**config.mk**
```make
export PLATFORM = sky130hd
export DESIGN_NAME = updown_pwm_core
export DESIGN_NICKNAME = d
export VERILOG_FILES = /design/src/rtl/pwm_pkg.sv /design/src/rtl/pwm_period_reg.sv /design/src/rtl/pwm_tb_counter.sv /design/src/rtl/pwm_action_out.sv /design/src/rtl/updown_pwm_core.sv
export SDC_FILE = /design/constraint.sdc
export NUM_CORES = 1
export LEC_CHECK = 0
export ABC_AREA = 0
export BUFFER_PORTS_ARGS = -buffer_cell sky130_fd_sc_hd__buf_2
export CAP_MARGIN = 25
export CORE_MARGIN = 1
export CORE_UTILIZATION = 50
export CTS_CLUSTER_DIAMETER = 50
export CTS_CLUSTER_SIZE = 40
export DETAILED_ROUTE_END_ITERATION = 6
export PLACE_DENSITY = 0.78
export SYNTH_ARGS = -nofsm -noshare
export SYNTH_HDL_FRONTEND = slang
export SYNTH_SLANG_ARGS = --single-unit
```
**constraint.sdc**
```tcl
create_clock -name clk -period 5.35 [get_ports clk]
set_input_delay 1.605 -clock clk [delete_from_list [all_inputs] [get_ports clk]]
set_output_delay 1.605 -clock clk [all_outputs]
set_load 0.005 [all_outputs]
```
**src/rtl/pwm_pkg.sv**
```systemverilog
package pwm_pkg;
  typedef enum logic [1:0] {
    ACT_NONE = 2'd0,
    ACT_LOW  = 2'd1,
    ACT_HIGH = 2'd2,
    ACT_TGL  = 2'd3
  } act_e;

  typedef struct packed {
    act_e cdn;
    act_e cup;
    act_e prd;
    act_e zro;
  } act_cfg_t;

  localparam int unsigned ADDR_PRD   = 0;
  localparam int unsigned ADDR_CMP_A = 1;
  localparam int unsigned ADDR_CMP_B = 2;
  localparam int unsigned ADDR_ACT_A = 3;
  localparam int unsigned ADDR_ACT_B = 4;
endpackage

```
**src/rtl/pwm_period_reg.sv**
```systemverilog
module pwm_period_reg #(
  parameter int CW = 16
) (
  input  logic          clk,
  input  logic          rst,
  input  logic          wr_prd,
  input  logic [CW-1:0] wr_data,
  input  logic          load_mode,
  input  logic          load_evt,
  output logic [CW-1:0] prd_act
);
  logic [CW-1:0] prd_shd;
  logic          mode_q;
  logic          mode_rise;

  assign mode_rise = load_mode & ~mode_q;

  always_ff @(posedge clk) begin
    if (rst) begin
      prd_act <= '0;
      prd_shd <= '0;
      mode_q  <= 1'b0;
    end else begin
      mode_q <= load_mode;
      if (load_mode && wr_prd) prd_shd <= wr_data;
      if (mode_rise)                 prd_act <= prd_shd;
      else if (!load_mode && wr_prd) prd_act <= wr_data;
      else if (load_mode && load_evt) prd_act <= prd_shd;
    end
  end

  // a direct-to-shadow switch moves the shadow into the active copy
  p_mode_copy_r8: assert property (@(posedge clk) disable iff (rst)
    (load_mode && !mode_q) |=> prd_act == $past(prd_shd));
  // direct write lands in the active period
  p_direct_wr_r6: assert property (@(posedge clk) disable iff (rst)
    (!load_mode && wr_prd) |=> prd_act == $past(wr_data));
  // in shadow mode, without a load event, the active period holds
  p_shadow_hold_r7: assert property (@(posedge clk) disable iff (rst)
    (load_mode && mode_q && !load_evt) |=> $stable(prd_act));
endmodule

```
**src/rtl/pwm_tb_counter.sv**
```systemverilog
module pwm_tb_counter #(
  parameter int CW = 16
) (
  input  logic          clk,
  input  logic          rst,
  input  logic          en,
  input  logic [CW-1:0] prd,
  output logic [CW-1:0] cnt,
  output logic          up_eff,
  output logic          at_zero,
  output logic          at_prd
);
  logic dir_up;

  assign at_zero = (cnt == '0);
  assign at_prd  = (cnt == prd);

  always_comb begin
    if (at_zero)         up_eff = 1'b1;
    else if (cnt >= prd) up_eff = 1'b0;
    else                 up_eff = dir_up;
  end

  always_ff @(posedge clk) begin
    if (rst) begin
      cnt    <= '0;
      dir_up <= 1'b1;
    end else if (en) begin
      dir_up <= up_eff;
      if (prd == '0)  cnt <= '0;
      else if (up_eff) cnt <= cnt + 1'b1;
      else            cnt <= cnt - 1'b1;
    end
  end

  // disabled time base holds
  p_hold_r2: assert property (@(posedge clk) disable iff (rst)
    !en |=> $stable(cnt) && $stable(dir_up));
  // zero period pins the counter at zero
  p_zero_prd_r11: assert property (@(posedge clk) disable iff (rst)
    (en && prd == '0) |=> cnt == '0);
  // counter moves by exactly one step per enabled clock when period is nonzero
  p_step_r3: assert property (@(posedge clk) disable iff (rst)
    (en && prd != '0) |=> (cnt == $past(cnt) + 1'b1) || (cnt == $past(cnt) - 1'b1));
endmodule

```
**src/rtl/pwm_action_out.sv**
```systemverilog
module pwm_action_out
  import pwm_pkg::*;
(
  input  logic     clk,
  input  logic     rst,
  input  logic     ev_zro,
  input  logic     ev_prd,
  input  logic     ev_cup,
  input  logic     ev_cdn,
  input  act_cfg_t cfg,
  output logic     pwm_o
);
  act_e sel;

  always_comb begin
    sel = ACT_NONE;
    if (ev_cdn && cfg.cdn != ACT_NONE) sel = cfg.cdn;
    if (ev_cup && cfg.cup != ACT_NONE) sel = cfg.cup;
    if (ev_zro && cfg.zro != ACT_NONE) sel = cfg.zro;
    if (ev_prd && cfg.prd != ACT_NONE) sel = cfg.prd;
  end

  always_ff @(posedge clk) begin
    if (rst) pwm_o <= 1'b0;
    else begin
      case (sel)
        ACT_LOW:  pwm_o <= 1'b0;
        ACT_HIGH: pwm_o <= 1'b1;
        ACT_TGL:  pwm_o <= ~pwm_o;
        default:  pwm_o <= pwm_o;
      endcase
    end
  end

  // period action wins over every other event
  p_prd_high_r9: assert property (@(posedge clk) disable iff (rst)
    (ev_prd && cfg.prd == ACT_HIGH) |=> pwm_o);
  p_prd_low_r9: assert property (@(posedge clk) disable iff (rst)
    (ev_prd && cfg.prd == ACT_LOW) |=> !pwm_o);
  // no event, no change
  p_quiet_r5: assert property (@(posedge clk) disable iff (rst)
    !(ev_zro || ev_prd || ev_cup || ev_cdn) |=> $stable(pwm_o));
endmodule

```
**src/rtl/updown_pwm_core.sv**
```systemverilog
module updown_pwm_core
  import pwm_pkg::*;
#(
  parameter int CW = 16,
  parameter int AW = 3
) (
  input  logic          clk,
  input  logic          rst,
  input  logic          tb_en,
  input  logic          wr_en,
  input  logic [AW-1:0] wr_addr,
  input  logic [CW-1:0] wr_data,
  input  logic          load_mode,
  input  logic          load_sel,
  output logic          out_a,
  output logic          out_b
);
  localparam int NCH = 2;
  localparam int ABITS = $bits(act_cfg_t);

  logic [CW-1:0] prd_act, cnt;
  logic          up_eff, at_zero, at_prd;
  logic          wr_prd, load_evt;
  logic [CW-1:0] cmp_r [NCH];
  act_cfg_t      act_r [NCH];
  logic [NCH-1:0] pwm;

  assign wr_prd   = wr_en && (wr_addr == AW'(ADDR_PRD));
  assign load_evt = tb_en && (load_sel ? at_prd : at_zero);

  pwm_period_reg #(.CW(CW)) u_prd (
    .clk(clk), .rst(rst), .wr_prd(wr_prd), .wr_data(wr_data),
    .load_mode(load_mode), .load_evt(load_evt), .prd_act(prd_act)
  );

  pwm_tb_counter #(.CW(CW)) u_cnt (
    .clk(clk), .rst(rst), .en(tb_en), .prd(prd_act), .cnt(cnt),
    .up_eff(up_eff), .at_zero(at_zero), .at_prd(at_prd)
  );

  generate
    for (genvar g = 0; g < NCH; g++) begin : g_ch
      logic hit;
      always_ff @(posedge clk) begin
        if (rst) begin
          cmp_r[g] <= '0;
          act_r[g] <= act_cfg_t'('0);
        end else if (wr_en) begin
          if (wr_addr == AW'(ADDR_CMP_A + g)) cmp_r[g] <= wr_data;
          if (wr_addr == AW'(ADDR_ACT_A + g)) act_r[g] <= act_cfg_t'(wr_data[ABITS-1:0]);
        end
      end
      assign hit = tb_en && (cnt == cmp_r[g]);
      pwm_action_out u_act (
        .clk(clk), .rst(rst),
        .ev_zro(tb_en && at_zero), .ev_prd(tb_en && at_prd),
        .ev_cup(hit && up_eff), .ev_cdn(hit && !up_eff),
        .cfg(act_r[g]), .pwm_o(pwm[g])
      );
    end
  endgenerate

  assign out_a = pwm[0];
  assign out_b = pwm[1];

  // after reset the outputs are low
  p_reset_r1: assert property (@(posedge clk) rst |=> !out_a && !out_b);
endmodule

```
==> reports/summary.md, run 1 <==
The run finished with clean final reports. The run gives 0 as the number of warnings reported in the yosys synthesis log. Summed over all instances, the cell type with the most area after synthesis is edfxtp_1. The number of nets in the synthesized netlist is 637.

Dividing the synthesized area by the synthesized cell count gives 9.732 um2. Summing every instance area after synthesis gives 5654 um2. For the violation count after the first detailed-route iteration, the log shows 282. Synthesis inferred 100 register bits. The launching element type of the critical path was a register. Main combinational cell family by area after synthesis: simple AND/OR/NAND/NOR gates.

Post-CTS repair changed the size of 0 cells. For the initial cell density of the core, the log shows 0.5170. The total power per unit cell area was 640.5 nW/um2. Routability-driven placement finished with a final weighted congestion of 0.9807. Xor and xnor fraction of the mapped netlist area: 0.06816. The endpoint type of the worst setup path is a register.

In the synthesized netlist, the cells that appear most often are dfxtp_1, nor2_1, nand2_1. The internal portion of total power is 2.168 mW. Share of final-layout standard cells stronger than drive strength 1: 0.1040.

The number of cells after detailed placement was 729; the overall power after layout was 3.964 mW. Synthesis produced a netlist whose cell count is 581. The maximum number of pins on one net before global-route repair was 36; the post-route non-filler standard cell count was 746.

The share of flip-flops with an asynchronous set or reset after synthesis was 0; the count of boundary I/O pins was 27. The clock transition at the registers of the reported paths is 0.07 ns. The complex-gate fraction of the synthesized area works out to 0.1372. Relative to the synthesized area, the layout overhead comes to 9.471%.

After floorplanning, the core was divided into 38 placement rows. The tightest min-delay check is of the reg2reg type. Counting flops with a built-in enable in the synthesized netlist gives 48.

The share of power burned in the clock network was 0.157; the detailed-routing iteration count for the pre-antenna-repair pass was 6. TritonCTS built the clock tree. The adder and majority cell fraction of the synthesized area works out to 0.06993. Timing would allow up to 228.1 MHz. For the number of library cell types mapped by synthesis, the log shows 50. The aggregate global routing overflow was 0. The run gives 0.5660 as the final core utilization. Number of global-route vias before repair: 4392. Clock tree root driver cell: clkbuf_16. The count of final hold-check violations came out at 0. The longest clock path from root to sink contains 2 buffers.

The total clock buffers created by CTS was 9. The tools report the critical path arrival as 4.62 ns. The data required time at the worst endpoint was 5.59 ns.

The start-to-end type of the worst setup path was reg2reg. The logs give 11740 um2 for the area of the die and 1.796 mW for the power dissipated by switching net loads. The share of the cycle needed by the critical path after routing is 0.8194. The HPWL after detailed placement is 10210 um. After the last flow step, the layout net total stands at 657. The number of setup buffers added after CTS is 0. The tools report the maximum clock skew at final layout as 0.005898 ns. For the share of total power in combinational logic, the log shows 0.591. The tools report the number of H-tree branching levels as 3. The tool flagged a number of max-cap violations equal to 0.

For this design the static power due to leakage is 2.397 nW. The dominant register cell in the synthesized netlist is dfxtp_1. In this run the vertical extent of the chip is 108.3 um. The final period demand of the worst path was 4.384 ns; the number of nets with antenna violations after routing was 0.

At the later pin of the worst-skew pair, clock insertion delay measures 0.35 ns. The normalized max-slew margin is 0.3320, and the smallest hold slack is 0.4557 ns. At the pin with the least slew margin, the transition time is 1.001 ns.

Count of buffers inserted at the top-level ports: 26. The detailed router placed 4474 vias in this run. The tools report the highest ir drop seen on vdd as 0.4987 mV.

Setup repair after global routing left no endpoint under its margin. In this run the worst path has a maximum fanout of 10. For the total setup violations reported at the end of the flow, the log shows 0.

The overall routed net length is 13770 um. The portion of total power attributed to sequential cells was 0.253. The tree built by TritonCTS fans out to 100 sinks.

The fraction of power spent switching nets was 0.4530; the width of the chip was 108.3 um. The count of hold buffers inserted by post-cts repair is 0, and the area share of the leading cell type in the synthesized netlist is 0.2549. The number of pins with negative max-slew slack in the final report was 0; the proportion of synthesized chip area in sequential cells was 0.4390. The global-route usage over all layers was 0.2522. The number of antenna diodes in the final layout is 0.

Yosys attributes the largest share of cell area to edfxtp_1, dfxtp_1, ha_1. The basic-gate share of the synthesized area counting and, or, nand and nor cells was 0.2195; the total negative setup slack was 0 ns. Among all cell types in the netlist, the one instantiated most often is dfxtp_1. The vias per cell is 5.997.

The mux contribution to synthesized area is 0.03452. The total area inside the core boundary comes to 10940 um2. The first global-routing pass estimated 22430 um of wire. The initial antenna violation count was 0; the routed length per instance was 18.46 um. For the DRC violations left, the log shows 0.
## registers in the layout, indices dropped and copies added (netlist names)
signal            cells
u_cnt.cnt            16
u_prd.prd_shd        16
u_prd.mode_q          1
cmp_r                32
u_prd.prd_act        16
g_ch.u_act.pwm_o      2
act_r                16
u_cnt.dir_up          1
## through the flow
stage | setup slack, ns | area, um2
final | 0.9664 | 6190
after detailed placement | 1.059 | 5897
after CTS | 1.017 | 6175
after global routing | 0.6356 | 6190
after global placement | 1.238 | 5897
after floorplan | 1.316 | 5654
## power by group through the flow
stage,clock network [mW],registers (mW),logic (mW)
after floorplan,0,0.964,1.81
after global placement,0,1.01,2.22
after detailed placement,0,1.01,2.28
after CTS,0.628,0.997,2.31
after global routing,0.661,1.01,2.55
final,0.621,1.00,2.34
## routing by layer
layer,part of all wire,GRT usage
met5,0,0
met4,0.023,0.07819
met3,0.059,0.06209
met2,0.49,0.4195
met1,0.43,0.3225
## worst paths after layout
kind | start | endpoint | slack [ns] | cells past startpoint
min reg2reg | u_prd.prd_shd[4] | u_prd.prd_shd[4] | 0.46 | 2
max reg2reg | u_cnt.cnt[5] | u_cnt.cnt[15] | 0.97 | 15
max | u_cnt.cnt[5] | u_cnt.cnt[15] | 0.97 | 15
min | u_prd.prd_shd[4] | u_prd.prd_shd[4] | 0.46 | 2
## final cells by class
cell class | instances | area [um2]
fillers | 954 | 4746
multi-input cells | 438 | 3000
flip-flops and latches | 100 | 2482
clock buffers | 11 | 242.7
repair buffers | 31 | 175.2
well taps | 140 | 175.2
inverters | 21 | 78.83
clock inverters | 5 | 35.03
## layout by cell type (no fill, tap or decap), types with 6 or more instances in the layout
cell type / instances
dfxtp_1: 52
nor2_1: 51
nand2_1: 50
and2_1: 48
edfxtp_1: 48
a21oi_1: 34
ha_1: 30
xnor2_1: 29
buf_2: 26
inv_1: 22
a211oi_1: 19
mux2i_1: 18
xor2_1: 15
o21ai_0: 14
nand3_1: 14
a22oi_1: 14
nor4_1: 12
nor3_1: 9
clkbuf_16: 9
nand4_1: 7
and3_1: 7
o211ai_1: 7
nand4b_1: 6
## cells by family (layout without fill, tap and decap cells)
group,count (synthesis),after routing
mux,19,19
simple gates,232,232
flops,100,100
fa+ha+maj,31,31
xor+xnor,44,44
compound gates,112,112
buf+inv,43,68
## critical path, cell delays in order, from the launching register on
cell and delay (ns):
dfxtp_1 0.43, ha_1 0.36, nand4_1 0.16, or3_1 0.43, o221a_4 0.31, nor2_1 0.46
buf_4 0.29, ha_1 0.31, a21oi_1 0.18, nand2_1 0.08, o211ai_1 0.19, nand3_1 0.16
o41ai_2 0.35, mux2i_1 0.29, nor3_1 0.08, nand3b_1 0.16
No activity file was read; power rests on OpenSTA's default activity.
==> run 2, diff against run 1 <==
--- a/config.mk
+++ b/config.mk
@@ -5,7 +5,7 @@
 export SDC_FILE = /design/constraint.sdc
 export NUM_CORES = 1
 export LEC_CHECK = 0
-export ABC_AREA = 0
+export ABC_AREA = 1
 export BUFFER_PORTS_ARGS = -buffer_cell sky130_fd_sc_hd__buf_2
 export CAP_MARGIN = 25
 export CORE_MARGIN = 1
@@ -13,7 +13,7 @@
 export CTS_CLUSTER_DIAMETER = 50
 export CTS_CLUSTER_SIZE = 40
 export DETAILED_ROUTE_END_ITERATION = 6
-export PLACE_DENSITY = 0.78
+export PLACE_DENSITY = 0.81
 export SYNTH_ARGS = -nofsm -noshare
 export SYNTH_HDL_FRONTEND = slang
 export SYNTH_SLANG_ARGS = --single-unit
==> constraint.sdc (replaced) <==
create_clock -name clk -period 3.8 [get_ports clk]
set_input_delay 1.14 -clock clk [delete_from_list [all_inputs] [get_ports clk]]
set_output_delay 1.14 -clock clk [all_outputs]
set_load 0.005 [all_outputs]
==> reports/summary.md, run 2 <==
Setup repair after global routing left no endpoint under its margin. For the antenna diode instance count, the log shows 0 (unchanged). The share of the cycle needed by the critical path after routing came out at 0.8861 (+0.06677).

The number of enable-type register cells in the synthesized netlist was 48 (unchanged); the count of buffers inserted at the top-level ports was 26 (unchanged). Start-to-end type of the worst setup path: reg2reg. Count of state elements after synthesis: 100 (unchanged).

On the critical path, the stage with the largest delay is an instance of dfxtp_1. For the net count after synthesis, the log shows 841 (+32%). Leading area contributor after synthesis: edfxtp_1.

Detailed-routing iteration count for the pre-antenna-repair pass: 7 (+1). The most common cell in the synthesized netlist is nand2_1. The tools report the data required time at the worst endpoint as 4.08 ns (-1.51 ns). TritonCTS built the clock tree. The clock transition at the registers of the reported paths is 0.07 ns (about the same), and the share of flip-flops with an asynchronous set or reset after synthesis is 0 (unchanged).

For the global-route wire length before repair, the log shows 24500 um (+9.2%). The normalized max-slew margin is 0.3759 (+0.04394). STA classifies the critical path endpoint as a register. The tools report the highest achievable clock rate as 297.0 MHz (+30%).

The die extent in y was 109.7 um (+1.3%); the area of the multi-input gates was 2803 um2 (-6.6%). The number of rows created at floorplan came out at 38 (unchanged). Maximum single-stage delay on the critical path: 0.40 ns (-0.06 ns). The most common cell after layout, fill and taps aside was nand2_1.

The count of hold buffers inserted by post-cts repair came out at 0 (unchanged). The tools report the total of cells resized after clock tree synthesis as 0 (unchanged). The total half-perimeter wirelength after legalization and detailed placement is 11290 um (+11%). STA classifies the critical path startpoint as a register.

The initial antenna violation count was 0 (unchanged); the clock latency reported for the late side of the worst-skew pair was 0.35 ns (about the same). The top cell types in the final layout, fill and taps aside, are nand2_1, inv_1, nor2_1, a21oi_1, o21ai_0. The total negative setup slack was 0 ns (unchanged); the routability-driven placement congestion ratio was 0.9486 (-3.3%).

The cell that appears most often on the critical path is nand2_1. The maximum number of pins on one net before global-route repair came out at 50 (+39%). The critical path goes through ha_1, nand2_1, nor2_1, nand4_1, nand2_1, nor2_1, a21oi_1, buf_4, ha_1, nand2_1, inv_1, o21ai_0, nand2_1, nand2_1, nand2_1, nand3_1, nand2_1, nand3_1, nand2_1, nand2_1, nand3_1, a21oi_1.

The count of boundary I/O pins came out at 27 (unchanged). The tools report the clock tree root driver cell as clkbuf_16. The tools report the number of warnings reported in the yosys synthesis log as 0 (unchanged). The number of nets with antenna violations after routing came out at 0 (unchanged). The DRC violations left was 0 (unchanged).

The tools report the count of final hold-check violations as 0 (unchanged). The post-CTS setup buffer count was 0 (unchanged); the slew at the pin closest to its max-slew limit was 0.9335 ns (-0.06742 ns). The mean area per synthesized cell was 7.391 um2 (-24%); the number of sinks driven by the clock tree was 100 (unchanged). The top fanout value on the critical path works out to 12 (+2).

For the total standard cell area after synthesis, the log shows 5802 um2 (+2.6%). Counting flops per register, the top entry is cmp_r. For the number of library cell types mapped by synthesis, the log shows 37 (-26%). The logs give 0.4327 ns (-0.5337 ns) for the setup slack of the critical path after layout and 9 (unchanged) for the total clock buffers created by CTS.

The number of max-cap violations was 0 (unchanged); the routed length per instance was 15.71 um (-15%). For the critical path arrival, the log shows 3.64 ns (-0.98 ns). Number of H-tree branching levels: 3 (unchanged). The width of the chip works out to 109.7 um (+1.3%). The tools report the global-route usage over all layers as 0.2722 (+0.02004).

The final period demand of the worst path works out to 3.367 ns (-1.016 ns). After synthesis, the most frequently instantiated cells are nand2_1, inv_1, nor2_1. The maximum clock skew at final layout came out at 0.01015 ns (+0.004256 ns). The core box area was 11080 um2 (+1.3%). The smallest hold slack is 0.4438 ns (-0.01183 ns). The vias per cell was 5.508 (-8.2%); the total area of sequential cells was 2482 um2 (unchanged).

Worst path buffer plus inverter count: 2 (+1). For the synthesized instance count, the log shows 785 (+35%). Dominant register cell in the synthesized netlist: dfxtp_1. The logs give 15150 um (+10%) for the overall routed net length and 4865 (+11%) for the number of global-route vias before repair. The run gives 2 (unchanged) as the maximum buffer depth of the clock tree. The run finished with clean final reports. The via count was 5310 (+19%); the area growth from synthesis to layout was 11.00%. The violation count after the first detailed-route iteration came out at 430 (+52%). Family with the most delay on the worst path: simple AND/OR/NAND/NOR gates. In the post-synthesis netlist, the biggest area contributors are edfxtp_1, dfxtp_1, nand2_1.

The tools report the initial cell density of the core as 0.5237 (+0.006670). The aggregate global routing overflow was 0 (unchanged). The kind of path behind the tightest hold check was reg2reg. The run gives 12040 um2 (+2.6%) as the area of the die. The number of flip-flops in the largest register was 32 (unchanged).

The post-place setup slack is 0.5468 ns (-0.5120 ns), and the proportion of synthesized chip area in sequential cells is 0.4279 (-0.01117). The net total in the final layout is 875 (+33%). The total setup violations reported at the end of the flow was 0 (unchanged); the share of final-layout standard cells stronger than drive strength 1 was 0.08617 (-0.01780). The tools report the final-layout fill cell count as 1009 (+5.8%). The number of pins with negative max-slew slack in the final report is 0 (unchanged), and the area share of the leading cell type in the synthesized netlist is 0.2484 (-0.006487).
-- run 2: changes by cell type after synthesis, moves of 19 or more --
cell,change
nand2_1,+129
inv_1,+86
nor2_1,+53
o21ai_0,+52
and2_1,-48
a21oi_1,+39
xnor2_1,-28
a211oi_1,-19
nand4_1,+19
-- run 2: layout make-up --
cell class                      count  share of cell area
Sequential cell                   100              0.3855
Clock inverter                      7            0.008937
Multi-Input combinational cell    551              0.4352
Timing Repair Buffer               46             0.04352
Clock buffer                        9             0.03497
Inverter                          111             0.06470
Tap cell                          140             0.02720
-- run 2: path summary, 6_finish.rpt --
| kind | endpoint | start | slack (ns) | cells after the start |
|---|---|---|---|---|
| hold reg to reg | u_prd.prd_shd[14] | u_prd.prd_shd[14] | 0.44 | 2 |
| hold / removal | u_prd.prd_shd[14] | u_prd.prd_shd[14] | 0.44 | 2 |
| setup / recovery | u_cnt.cnt[10] | u_cnt.cnt[6] | 0.43 | 22 |
| setup reg to reg | u_cnt.cnt[10] | u_cnt.cnt[6] | 0.43 | 22 |
-- run 2: kinds of logic (layout without fill, tap and decap cells) --
kind of cell | Yosys count | count (layout) | share of synthesized area
buffers and inverters | 134 | 173 | 0.08907
flip-flops | 100 | 100 | 0.4279
XOR/XNOR | 8 | 8 | 0.01208
adder cells (fa/ha/maj) | 31 | 31 | 0.06815
AND/OR/NAND/NOR | 357 | 357 | 0.2620
AO/OA/AOI/OAI | 155 | 155 | 0.1408
-- run 2: routing by layer --
metal / vias to the layer above / wire length [um] / global-route usage
met3: 42 / 1348 / 0.05216
li1: 2654 / - / -
met5: - / 0 / 0
met2: 242 / 6800 / 0.4200
met4: 0 / 509 / 0.1162
met1: 2372 / 6489 / 0.3727
-- run 2: tightest hold or removal path: stages (launching register included) --
cell	delay, ns
dfxtp_1	0.31
inv_1	0.04
a21oi_1	0.04
-- run 2: through the flow --
stage          area [um2]    util  instances
6_report             6440  0.5813        964
4_1_cts              6440  0.5813        964
5_1_grt              6440  0.5813        964
2_1_floorplan        5802       -        785
3_5_place_dp         6157  0.5558        948
3_3_place_gp         6157  0.5558        948
Power of run 2 is left out: the tool's default activity adds up to more than one toggle a clock period on the data nets, which glitch-free logic cannot reach.
==> run 3, diff against run 2 <==
--- a/config.mk
+++ b/config.mk
@@ -8,6 +8,7 @@
 export ABC_AREA = 1
 export BUFFER_PORTS_ARGS = -buffer_cell sky130_fd_sc_hd__buf_2
 export CAP_MARGIN = 25
+export CORE_ASPECT_RATIO = 0.5
 export CORE_MARGIN = 1
 export CORE_UTILIZATION = 50
 export CTS_CLUSTER_DIAMETER = 50
==> reports/summary.md, run 3 (same netlist as run 2, synthesis figures left out) <==
STA classifies the critical path endpoint as a register. The worst path buffer plus inverter count works out to 2 (unchanged). The tools report the DRC violations left as 0 (unchanged). The share of final-layout standard cells stronger than drive strength 1 is 0.07730 (-0.008864). The total setup violations reported at the end of the flow came out at 0 (unchanged). The smallest hold slack is 0.4465 ns (+0.002701 ns).

The routability-driven placement congestion ratio came out at 0.9649 (+1.7%). The highest achievable clock rate is 302.7 MHz (+1.9%). Maximum buffer depth of the clock tree: 2 (unchanged). For the count of boundary I/O pins, the log shows 27 (unchanged). Counting flops per register, the top entry is cmp_r.

Leaving out fill and tap cells, the most frequent cell in the layout is nand2_1. For the number of sinks driven by the clock tree, the log shows 100 (unchanged). The logs give 5290 (-0.38%) for the via count and 27 (-29%) for the number of rows created at floorplan. The die extent in y came out at 78.17 um (-29%). The global-route wire length before repair came out at 24360 um (-0.56%). Setup repair after global routing left no endpoint under its margin.

For the data required time at the worst endpoint, the log shows 4.09 ns (about the same). Family with the most delay on the worst path: simple AND/OR/NAND/NOR gates. The clock latency reported for the late side of the worst-skew pair is 0.35 ns (about the same), and the number of global-route vias before repair is 5011 (+3.0%).

For the total half-perimeter wirelength after legalization and detailed placement, the log shows 11260 um (-0.27%). The area of the multi-input gates is 2803 um2 (unchanged). The area of the die was 12060 um2 (+0.22%). The logs give 0 (unchanged) for the total of cells resized after clock tree synthesis and 0.006591 ns (-0.003563 ns) for the maximum clock skew at final layout. The maximum number of pins on one net before global-route repair was 50 (unchanged). TritonCTS built the clock tree. The flow ran to the end, and the final reports show no timing, DRC or antenna violations. The launching element type of the critical path was a register.

The routed length per instance came out at 15.64 um (-0.46%). The share of the cycle needed by the critical path after routing was 0.8692 (-0.01689); the slew at the pin closest to its max-slew limit was 0.7284 ns (-0.2051 ns). For the post-CTS setup buffer count, the log shows 0 (unchanged).

The global-route usage over all layers is 0.2652 (-0.007073). The number of flip-flops in the largest register works out to 32 (unchanged). Most frequent cell on the critical path: nand2_1.

The aggregate global routing overflow is 0 (unchanged). The count of buffers inserted at the top-level ports works out to 26 (unchanged). The run gives 9 (unchanged) as the total clock buffers created by CTS. The count of final hold-check violations is 0 (unchanged). For the overall routed net length, the log shows 15020 um (-0.87%). Traced cell by cell, the critical path runs through ha_1, nand2_1, nor2_1, nand4_1, nand2_1, nor2_1, a21oi_1, buf_4, ha_1, nand2_1, inv_1, o21ai_0, nand2_1, nand2_1, nand2_1, nand3_1, nand2_1, nand3_1, nand2_1, nand2_1, nand3_1, a21oi_1. The initial antenna violation count is 0 (unchanged), and the area growth from synthesis to layout is 10.14%. The normalized max-slew margin was 0.5129 (+0.1370).

The number of pins with negative max-slew slack in the final report is 0 (unchanged). Final-layout fill cell count: 1006 (-0.30%). The library cells used most frequently in the layout, excluding fill and tap cells, are nand2_1, inv_1, nor2_1, a21oi_1, o21ai_0. The tools report the total area of sequential cells as 2482 um2 (unchanged). The critical path arrival was 3.59 ns (-0.05 ns).

The core box area was 11150 um2 (+0.63%); the vias per cell was 5.510 (about the same). The logs give 0.5204 (-0.003292) for the initial cell density of the core and 0 (unchanged) for the antenna diode instance count. The total negative setup slack was 0 ns (unchanged); the number of max-cap violations was 0 (unchanged). Start-to-end type of the worst setup path: reg2reg.

Kind of path behind the tightest hold check: reg2reg. The cell type of the slowest stage on the worst timing path was dfxtp_1. The number of nets with antenna violations after routing was 0 (unchanged); the final period demand of the worst path was 3.303 ns (-0.06418 ns). The top fanout value on the critical path was 17 (+5); the detailed-routing iteration count for the pre-antenna-repair pass was 5 (-2).

In this run the clock root is driven by a clkbuf_16. The violation count after the first detailed-route iteration was 448 (+4.2%); the count of hold buffers inserted by post-cts repair was 0 (unchanged). The maximum single-stage delay on the critical path works out to 0.41 ns (about the same).

For the number of H-tree branching levels, the log shows 3 (unchanged). The width of the chip is 154.3 um (+41%), and the clock transition at the registers of the reported paths is 0.07 ns (about the same). The net total in the final layout was 866 (-1.0%).
[run 3: layout make-up]
| class | count | share of cell area |
|---|---|---|
| clock inverter | 7 | 0.01077 |
| clock buffer | 9 | 0.03525 |
| timing repair buffer | 37 | 0.03329 |
| inverter | 111 | 0.06520 |
| multi-input combinational | 551 | 0.4386 |
| tap | 145 | 0.02839 |
| sequential | 100 | 0.3885 |
[run 3: per-stage QoR]
step | worst slack [ns] | instances | util | cell area, um2
final | 0.4969 | 960 | 0.5732 | 6390
after global routing | 0.2073 | 960 | 0.5732 | 6390
after detailed placement | 0.6070 | 944 | 0.5468 | 6096
after floorplan | 0.3482 | 785 | - | 5802
after CTS | 0.5676 | 960 | 0.5732 | 6390
after global placement | 0.7780 | 944 | 0.5468 | 6096
[run 3: path summary, 6_finish.rpt]
kind / from / endpoint / slack (ns) / cells after the start
max: u_cnt.cnt[7] / u_cnt.cnt[10] / 0.50 / 22
min: u_prd.prd_shd[11] / u_prd.prd_shd[11] / 0.45 / 2
max reg2reg: u_cnt.cnt[7] / u_cnt.cnt[10] / 0.50 / 22
min reg2reg: u_prd.prd_shd[11] / u_prd.prd_shd[11] / 0.45 / 2
[run 3: worst register-to-register path, stage by stage (launching register included)]
cell and delay [ns]:
dfxtp_1 0.41, ha_1 0.35, nand2_1 0.07, nor2_1 0.21, nand4_1 0.16, nand2_1 0.10, nor2_1 0.05, a21oi_1 0.19
buf_4 0.27, ha_1 0.31, nand2_1 0.09, inv_1 0.04, o21ai_0 0.14, nand2_1 0.12, nand2_1 0.08, nand2_1 0.10
nand3_1 0.10, nand2_1 0.08, nand3_1 0.10, nand2_1 0.06, nand2_1 0.06, nand3_1 0.06, a21oi_1 0.11
[run 3: layer usage]
layer	global-route usage	share of wire	vias up
met1	0.3266	0.44	2404
li1	-	-	2639
met2	0.4405	0.45	208
met5	0	0	-
met4	0.1228	0.031	0
met3	0.06902	0.083	39
Power of run 3 is left out for the same reason.
